===== src/rtl/fpred_pkg.sv =====
package fpred_pkg;
    typedef enum logic [1:0] {
        S_IDLE = 2'd0,
        S_RUN  = 2'd1,
        S_DONE = 2'd2
    } red_state_t;

    localparam logic [1:0]  SZ_RSVD   = 2'b00;
    localparam logic [1:0]  SZ_SINGLE = 2'b10;
    localparam logic [31:0] FP_QNAN   = 32'h7FC0_0000;
    localparam int          FP_W      = 32;
    localparam int          SEG_BITS  = 128;
endpackage


===== src/rtl/fpred_fp32_add.sv =====
module fpred_fp32_add
    import fpred_pkg::*;
(
    input  logic [31:0] op_a,
    input  logic [31:0] op_b,
    output logic [31:0] sum_o
);
    logic        sa, sb;
    logic [7:0]  ea, eb;
    logic [22:0] fa, fb;
    logic        a_nan, b_nan, a_inf, b_inf, a_zero, b_zero;

    assign {sa, ea, fa} = op_a;
    assign {sb, eb, fb} = op_b;
    assign a_nan  = (ea == 8'hFF) && (fa != 23'd0);
    assign b_nan  = (eb == 8'hFF) && (fb != 23'd0);
    assign a_inf  = (ea == 8'hFF) && (fa == 23'd0);
    assign b_inf  = (eb == 8'hFF) && (fb == 23'd0);
    assign a_zero = (ea == 8'd0);   // subnormals flushed
    assign b_zero = (eb == 8'd0);

    logic              swap, sg, found, rup;
    logic [7:0]        e_big, e_sml, dexp;
    logic [26:0]       m_big, m_sml, m_al, m_df, norm;
    logic [27:0]       s28;
    logic [4:0]        lz;
    logic signed [9:0] ex;
    logic [24:0]       m25;
    logic [31:0]       gen;

    always_comb begin
        swap  = {eb, fb} > {ea, fa};
        sg    = swap ? sb : sa;
        e_big = swap ? eb : ea;
        e_sml = swap ? ea : eb;
        m_big = {1'b1, (swap ? fb : fa), 3'b000};
        m_sml = {1'b1, (swap ? fa : fb), 3'b000};
        dexp  = e_big - e_sml;
        if (dexp >= 8'd27)
            m_al = 27'd1;
        else
            m_al = (m_sml >> dexp) | {26'd0, |(m_sml & ((27'd1 << dexp) - 27'd1))};
        s28  = {1'b0, m_big} + {1'b0, m_al};
        m_df = m_big - m_al;
        lz    = 5'd0;
        found = 1'b0;
        for (int i = 26; i >= 0; i--) begin
            if (!found) begin
                if (m_df[i]) found = 1'b1;
                else         lz    = lz + 5'd1;
            end
        end
        if (sa == sb) begin
            if (s28[27]) begin
                norm = {s28[27:2], s28[1] | s28[0]};
                ex   = $signed({2'b00, e_big}) + 10'sd1;
            end else begin
                norm = s28[26:0];
                ex   = $signed({2'b00, e_big});
            end
        end else begin
            norm = m_df << lz;
            ex   = $signed({2'b00, e_big}) - $signed({5'd0, lz});
        end
        rup = norm[2] & (norm[1] | norm[0] | norm[3]);
        m25 = {1'b0, norm[26:3]} + {24'd0, rup};
        if (m25[24]) ex = ex + 10'sd1;
        if ((sa != sb) && (m_df == 27'd0))
            gen = 32'h0000_0000;
        else if (ex <= 10'sd0)
            gen = {sg, 31'd0};
        else if (ex >= 10'sd255)
            gen = {sg, 8'hFF, 23'd0};
        else
            gen = {sg, ex[7:0], (m25[24] ? 23'd0 : m25[22:0])};

        if (a_nan || b_nan || (a_inf && b_inf && (sa != sb))) sum_o = FP_QNAN;
        else if (a_inf)             sum_o = op_a;
        else if (b_inf)             sum_o = op_b;
        else if (a_zero && b_zero)  sum_o = {sa & sb, 31'd0};
        else if (a_zero)            sum_o = op_b;
        else if (b_zero)            sum_o = op_a;
        else                        sum_o = gen;
    end
endmodule


===== src/rtl/fpred_pred_mask.sv =====
module fpred_pred_mask
    import fpred_pkg::*;
#(
    parameter int NLANE = 16
) (
    input  logic [NLANE*FP_W-1:0] vec_i,
    input  logic [NLANE*4-1:0]    pred_i,
    output logic [NLANE*FP_W-1:0] masked_o
);
    logic [NLANE-1:0] lane_act;
    logic             any_act;
    logic             pred_unused;

    for (genvar g = 0; g < NLANE; g++) begin : g_lane
        assign lane_act[g] = pred_i[4*g];
        assign masked_o[FP_W*g +: FP_W] =
            (any_act && lane_act[g]) ? vec_i[FP_W*g +: FP_W] : {FP_W{1'b0}};
    end

    assign any_act     = |lane_act;
    assign pred_unused = ^pred_i;
endmodule


===== src/rtl/fp_segsum_reducer.sv =====
module fp_segsum_reducer
    import fpred_pkg::*;
#(
    parameter int VLEN = 512
) (
    input  logic              clk,
    input  logic              rst_n,
    input  logic              start_i,
    input  logic [1:0]        size_i,
    input  logic [VLEN-1:0]   vec_i,
    input  logic [VLEN/8-1:0] pred_i,
    output logic [127:0]      result_o,
    output logic              done_o,
    output logic              undef_o,
    output logic              unsup_o
);
    localparam int NSEG   = VLEN / SEG_BITS;
    localparam int LPS    = SEG_BITS / FP_W;
    localparam int NLANE  = NSEG * LPS;
    localparam int SIW    = (NSEG > 1) ? $clog2(NSEG) : 1;
    localparam int PIW    = SIW + 2;
    localparam int PDEPTH = 1 << PIW;

    red_state_t       state_q, state_d;
    logic [VLEN-1:0]  masked;
    logic [31:0]      part_q [PDEPTH];
    logic [1:0]       lane_q;
    logic [SIW:0]     idx_q, strd_q, idx_n;
    logic [SIW-1:0]   seg_b;
    logic [PIW-1:0]   ia, ib;
    logic [31:0]      add_a, add_b, add_y, wval;
    logic [127:0]     result_q;
    logic             undef_q, unsup_q, last_step, accept;

    fpred_pred_mask #(.NLANE(NLANE)) u_mask (
        .vec_i    (vec_i),
        .pred_i   (pred_i),
        .masked_o (masked)
    );

    fpred_fp32_add u_add (
        .op_a  (add_a),
        .op_b  (add_b),
        .sum_o (add_y)
    );

    assign accept    = (state_q == S_IDLE) && start_i && (size_i == SZ_SINGLE);
    assign seg_b     = idx_q[SIW-1:0] + strd_q[SIW-1:0];
    assign ia        = {idx_q[SIW-1:0], lane_q};
    assign ib        = {seg_b, lane_q};
    assign idx_n     = idx_q + (strd_q << 1);
    assign add_a     = part_q[ia];
    assign add_b     = part_q[ib];
    assign wval      = (NSEG == 1) ? add_a : add_y;
    assign last_step = (NSEG == 1) || (strd_q == (SIW+1)'(NSEG / 2));

    // state register
    always_ff @(posedge clk) begin
        if (!rst_n) state_q <= S_IDLE;
        else        state_q <= state_d;
    end

    // transitions
    always_comb begin
        state_d = state_q;
        unique case (state_q)
            S_IDLE:  if (accept) state_d = S_RUN;
            S_RUN:   if (last_step && (lane_q == 2'd3)) state_d = S_DONE;
            S_DONE:  state_d = S_IDLE;
            default: state_d = S_IDLE;
        endcase
    end

    // operand scratch: loaded on accept, overwritten by partial sums
    always_ff @(posedge clk) begin
        if (accept) begin
            for (int g = 0; g < NLANE; g++)
                part_q[g] <= masked[FP_W*g +: FP_W];
        end else if ((state_q == S_RUN) && (NSEG > 1)) begin
            part_q[ia] <= add_y;
        end
    end

    // tree walk counters, result, flags
    always_ff @(posedge clk) begin
        if (!rst_n) begin
            result_q <= '0;
            lane_q   <= '0;
            idx_q    <= '0;
            strd_q   <= (SIW+1)'(1);
            undef_q  <= 1'b0;
            unsup_q  <= 1'b0;
        end else begin
            undef_q <= 1'b0;
            unsup_q <= 1'b0;
            if (state_q == S_IDLE && start_i) begin
                if (size_i == SZ_RSVD)        undef_q <= 1'b1;
                else if (size_i != SZ_SINGLE) unsup_q <= 1'b1;
                lane_q <= '0;
                idx_q  <= '0;
                strd_q <= (SIW+1)'(1);
            end else if (state_q == S_RUN) begin
                if (last_step) begin
                    result_q[FP_W*lane_q +: FP_W] <= wval;
                    lane_q <= lane_q + 2'd1;
                    idx_q  <= '0;
                    strd_q <= (SIW+1)'(1);
                end else if (idx_n >= (SIW+1)'(NSEG)) begin
                    idx_q  <= '0;
                    strd_q <= strd_q << 1;
                end else begin
                    idx_q  <= idx_n;
                end
            end
        end
    end

    // outputs
    always_comb begin
        done_o   = (state_q == S_DONE);
        undef_o  = undef_q;
        unsup_o  = unsup_q;
        result_o = result_q;
    end

    p_undef_cause_r1: assert property (@(posedge clk) disable iff (!rst_n)
        undef_o |-> $past(start_i && (size_i == SZ_RSVD) && (state_q == S_IDLE)));
    p_unsup_cause_r2: assert property (@(posedge clk) disable iff (!rst_n)
        unsup_o |-> $past(start_i && (size_i[0] == 1'b1) && (state_q == S_IDLE)));
    p_default_nan_r8: assert property (@(posedge clk) disable iff (!rst_n)
        ((state_q == S_RUN) && (NSEG > 1) && (add_a[30:23] == 8'hFF) && (add_a[22:0] != 23'd0))
        |-> (add_y == FP_QNAN));
    p_no_subnormal_r7: assert property (@(posedge clk) disable iff (!rst_n)
        ((state_q == S_RUN) && (add_y[30:23] == 8'd0)) |-> (add_y[22:0] == 23'd0));
    p_done_pulse_r10: assert property (@(posedge clk) disable iff (!rst_n)
        done_o |=> !done_o);
    p_flags_onehot_r10: assert property (@(posedge clk) disable iff (!rst_n)
        $onehot0({done_o, undef_o, unsup_o}));
    p_busy_ignore_r11: assert property (@(posedge clk) disable iff (!rst_n)
        (state_q != S_IDLE) |=> (!undef_o && !unsup_o));
    p_result_hold_r12: assert property (@(posedge clk) disable iff (!rst_n)
        (state_q != S_RUN) |=> $stable(result_o));
endmodule


===== config.mk =====
export PLATFORM = sky130hd
export DESIGN_NAME = fp_segsum_reducer
export DESIGN_NICKNAME = d
export VERILOG_FILES = /design/src/rtl/fpred_pkg.sv /design/src/rtl/fpred_fp32_add.sv /design/src/rtl/fpred_pred_mask.sv /design/src/rtl/fp_segsum_reducer.sv
export SDC_FILE = /design/constraint.sdc
export NUM_CORES = 2
export LEC_CHECK = 0
export ABC_CLOCK_PERIOD_IN_PS = 63200
export BUFFER_PORTS_ARGS = -buffer_cell sky130_fd_sc_hd__buf_2
export CAP_MARGIN = 20
export CORE_AREA = 2 2 319 321
export DETAILED_ROUTE_END_ITERATION = 16
export DIE_AREA = 0 0 321 323
export HOLD_SLACK_MARGIN = 0.08
export PLACE_DENSITY = 0.75
export SYNTH_ARGS = -nofsm -noshare
export SYNTH_HDL_FRONTEND = slang
export SYNTH_SLANG_ARGS = --single-unit

===== constraint.sdc =====
create_clock -name clk -period 63.2 [get_ports clk]
set_clock_uncertainty 0.05 [all_clocks]
set_input_delay 6.32 -clock clk [delete_from_list [all_inputs] [get_ports clk]]
set_output_delay 6.32 -clock clk [all_outputs]
set_load 0.02 [all_outputs]

==> flow_metrics.py <==
metrics = {
    "sta": {
        "tns_ns": 0,
        "fmax_ghz": 0.0271,
        "setup_viol": 0,
        "max_slew.worst_pin.slew_ns": 1.22,
        "hold_viol": 0,
        "rsz0062_at_grt": "false",
        "maxSlewViolCount": 0,
        "worst_slack_ns": 26.27,
        "period_share": 0.584,
        "slew_headroom": 0.188,
        "period_minus_slack_ns": 36.93,
    },
    "clock_tree": {
        "hold_buffers": 0,
        "cts_resized": 0,
        "cts_buffers": 59,
        "clock_latency_ns": 0.66,
        "post_cts_buffers": 0,
        "clockBufferDepth": 3,
        "cts.clk_slew.worst_paths_ns": 0.07,
        "clock_sinks": 651,
        "root_buffer": "clkbuf_16",
        "cts_tree": "built",
        "cts.htree.levels": 2,
    },
    "synthesis": {
        "synthMuxAreaShare": 0.123,
        "ys_seq_area_frac": 0.404,
        "synth_top_area_frac": 0.342,
        "synth-compound-area-share": 0.167,
        "syn_nets": 5372,
        "synth.avg_cell_area_um2": 9.62,
        "synthArstFlopShare": 0,
        "netlist.top_cell.by_area": "edfxtp_1",
        "yosys.area_share.adder": 0.0352,
        "synth_warnings": 0,
        "synthSimpleGateAreaFrac": 0.193,
        "synth_top_family_by_area": "simple AND/OR/NAND/NOR gates",
        "synth_area_leaders": "edfxtp_1 34%, mux4_2 8.1%, dfxtp_1 6.2%",
        "synth-edff-count": 512,
        "synth-seq-cells": 651,
        "netlist_area_um2": 44900,
        "synth.distinct_cells": 111,
        "synth_cells": 4669,
        "ys.flop_type": "edfxtp_1",
        "synthXorXnorAreaFrac": 0.0338,
    },
    "layout": {
        "fin_nets": 5873,
        "syn_to_final_growth_pct": 15.2,
        "drive_gt1_frac": 0.225,
        "layout_common_cells": "664 x buf_2, 512 x edfxtp_1, 454 x nand2_1",
        "layout_commonest_cell": "buf_2",
    },
    "detailed_routing": {
        "wire_per_inst_um": 30.7,
        "drt-pass1-iter-count": 6,
        "vias_per_cell": 6.51,
        "drt_wl_total_um": 202000,
        "drtIter0Drc": 5778,
        "vias": 42900,
        "ant_nets": 0,
        "drc_errors": 0,
    },
    "critical_path": {
        "cp-end-kind": "flip-flop",
        "required_ns": 63.63,
        "worstPathMaxFanout": 94,
        "r2r_start": "lane_q[0]$_SDFFE_PP0P_",
        "rr_endpoint": "part_q[1][4]$_DFFE_PP_",
        "worstPathArrival_ns": 37.36,
        "cp_common_cell": "ha_1",
        "r2r_cells": 136,
        "startpoint_type": "flip-flop",
        "critPathKind": "flip-flop to flip-flop",
        "cp_slowest_stage_delay_ns": 0.82,
        "cp_slowest_cell": "buf_4",
        "r2r_setup_slack_ns": 26.27,
    },
    "grt": {
        "grt.total_usage": 0.379,
        "grt_pass1_wl_um": 285000,
        "grt_max_degree": 95,
        "grt_overflow_total": 0,
        "antenna_found_initial": 84,
        "grt_pass1_vias": 40400,
    },
    "hold_path": {
        "hold_depth": 2,
        "min_from": "result_o[0]$_SDFFE_PN0P_",
        "min_to": "result_o[0]$_SDFFE_PN0P_",
        "min_path_type": "flip-flop to flip-flop",
    },
    "die": {
        "coreArea_um2": 101000,
        "dieHeight_um": 323,
        "start_util": 0.446,
        "pin_count": 712,
        "die-width_um": 321,
        "placementRows": 117,
        "dieArea_um2": 104000,
    },
    "placed_design": {
        "dp_hpwl_um": 155000,
        "place_ws_ns": 26.81,
        "gp_congestion": 1.04,
        "io_buffers": 663,
    },
    "run_status": {
        "status": "finished, final reports clean",
    },
    "run": {
        "cap_violations": 0,
    },
    "power_and_ir_drop": {
        "p_leak_nw": 19.9,
        "ir_drop_mv": 0.0286,
        "powerDensity_nw_per_um2": 32.9,
    },
}
through the flow:
stage | total power, W | area, µm² | hold WS (ns) | util | cells
after floorplan | 0.000995 | 44900 | 0.372 | - | 4669
after global placement | 0.00127 | 49400 | 0.381 | 0.491 | 6414
after detailed placement | 0.00128 | 49400 | 0.390 | 0.491 | 6415
after CTS | 0.00167 | 51600 | 0.400 | 0.512 | 6523
after global routing | 0.00177 | 51700 | 0.418 | 0.513 | 6563
final | 0.00170 | 51800 | 0.399 | 0.514 | 6590
report_power, final:
group / total, W / internal [W] / switching (W)
Clock: 0.000400 / 0.000227 / 0.000174
Combinational: 0.000824 / 0.000252 / 0.000571
Sequential: 0.000481 / 0.000476 / 0.00000441
Total: 0.00170 / 0.000955 / 0.000749
Yosys cell counts, drive strengths merged, types with 20 or more instances:
cell and count:
a211oi 43, a21o 33, a21oi 232, a22o 20, a31oi 40, a32o 47
and2 287, and3 24, buf 86, clkbuf 256, dfxtp 139, edfxtp 512
ha 120, inv 121, mux2 38, mux2i 144, mux4 161, nand2 458
nand2b 29, nand3 313, nand4 40, nor2 345, nor3 85, nor4 40
o211ai 29, o21ai 455, o21bai 35, o31a 27, or2 23, or3 44
xnor2 99, xor2 39
per-layer routing:
metal,up-vias,track usage,wire [µm]
li1,18500,-,-
met3,698,0.109,23900
met4,40,0.288,18200
met5,-,0,255
met2,2974,0.580,89000
met1,20700,0.452,71200
area by class of cell:
cell class,count,area (µm²)
Antenna cell,64,160
Clock buffer,68,1630
Clock inverter,40,508
Fill cell,9170,48900
Inverter,127,479
Multi-Input combinational cell,3549,25000
Sequential cell,651,18200
Tap cell,1309,1640
Timing Repair Buffer,782,4220
cell families (layout without fill, tap and decap cells):
kind of cell | after synthesis | after routing
other | 0 | 64
AOI/OAI and AO/OA | 1171 | 1171
adders and majority gates | 126 | 126
xor gates and xnor gates | 148 | 148
muxes | 343 | 343
buffers and inverters | 469 | 1017
DFF | 651 | 651
and+or+nand+nor | 1761 | 1761
worst max-delay path: cells and delay by family, from the launching register on:
family | cells | cell delay, ns
and+or+nand+nor | 38 | 7.21
adders and majority gates | 28 | 8.34
muxes | 16 | 4.74
AOI/OAI and AO/OA | 40 | 10.57
buffers and inverters | 9 | 3.56
DFF | 1 | 0.80
xor gates and xnor gates | 5 | 1.22
sequential cells by signal (all words and copies together) (netlist names):
register / flops
idx_q: 2
lane_q: 2
part_q: 512
result_o: 128
state_q: 2
strd_q: 3
undef_o: 1
unsup_o: 1
how the worst max path moves through the flow:
stage	startpoint	endpoint	cells after the start
2_1_floorplan	lane_q[0]$_SDFFE_PP0P_	part_q[0][12]$_DFFE_PP_	151
3_3_place_gp	lane_q[0]$_SDFFE_PP0P_	part_q[0][19]$_DFFE_PP_	134
3_5_place_dp	lane_q[0]$_SDFFE_PP0P_	part_q[8][9]$_DFFE_PP_	135
4_1_cts	lane_q[0]$_SDFFE_PP0P_	part_q[1][19]$_DFFE_PP_	135
5_1_grt	lane_q[0]$_SDFFE_PP0P_	part_q[8][9]$_DFFE_PP_	135
6_report	lane_q[0]$_SDFFE_PP0P_	part_q[1][4]$_DFFE_PP_	136
Power figures use the tool's default switching activity.
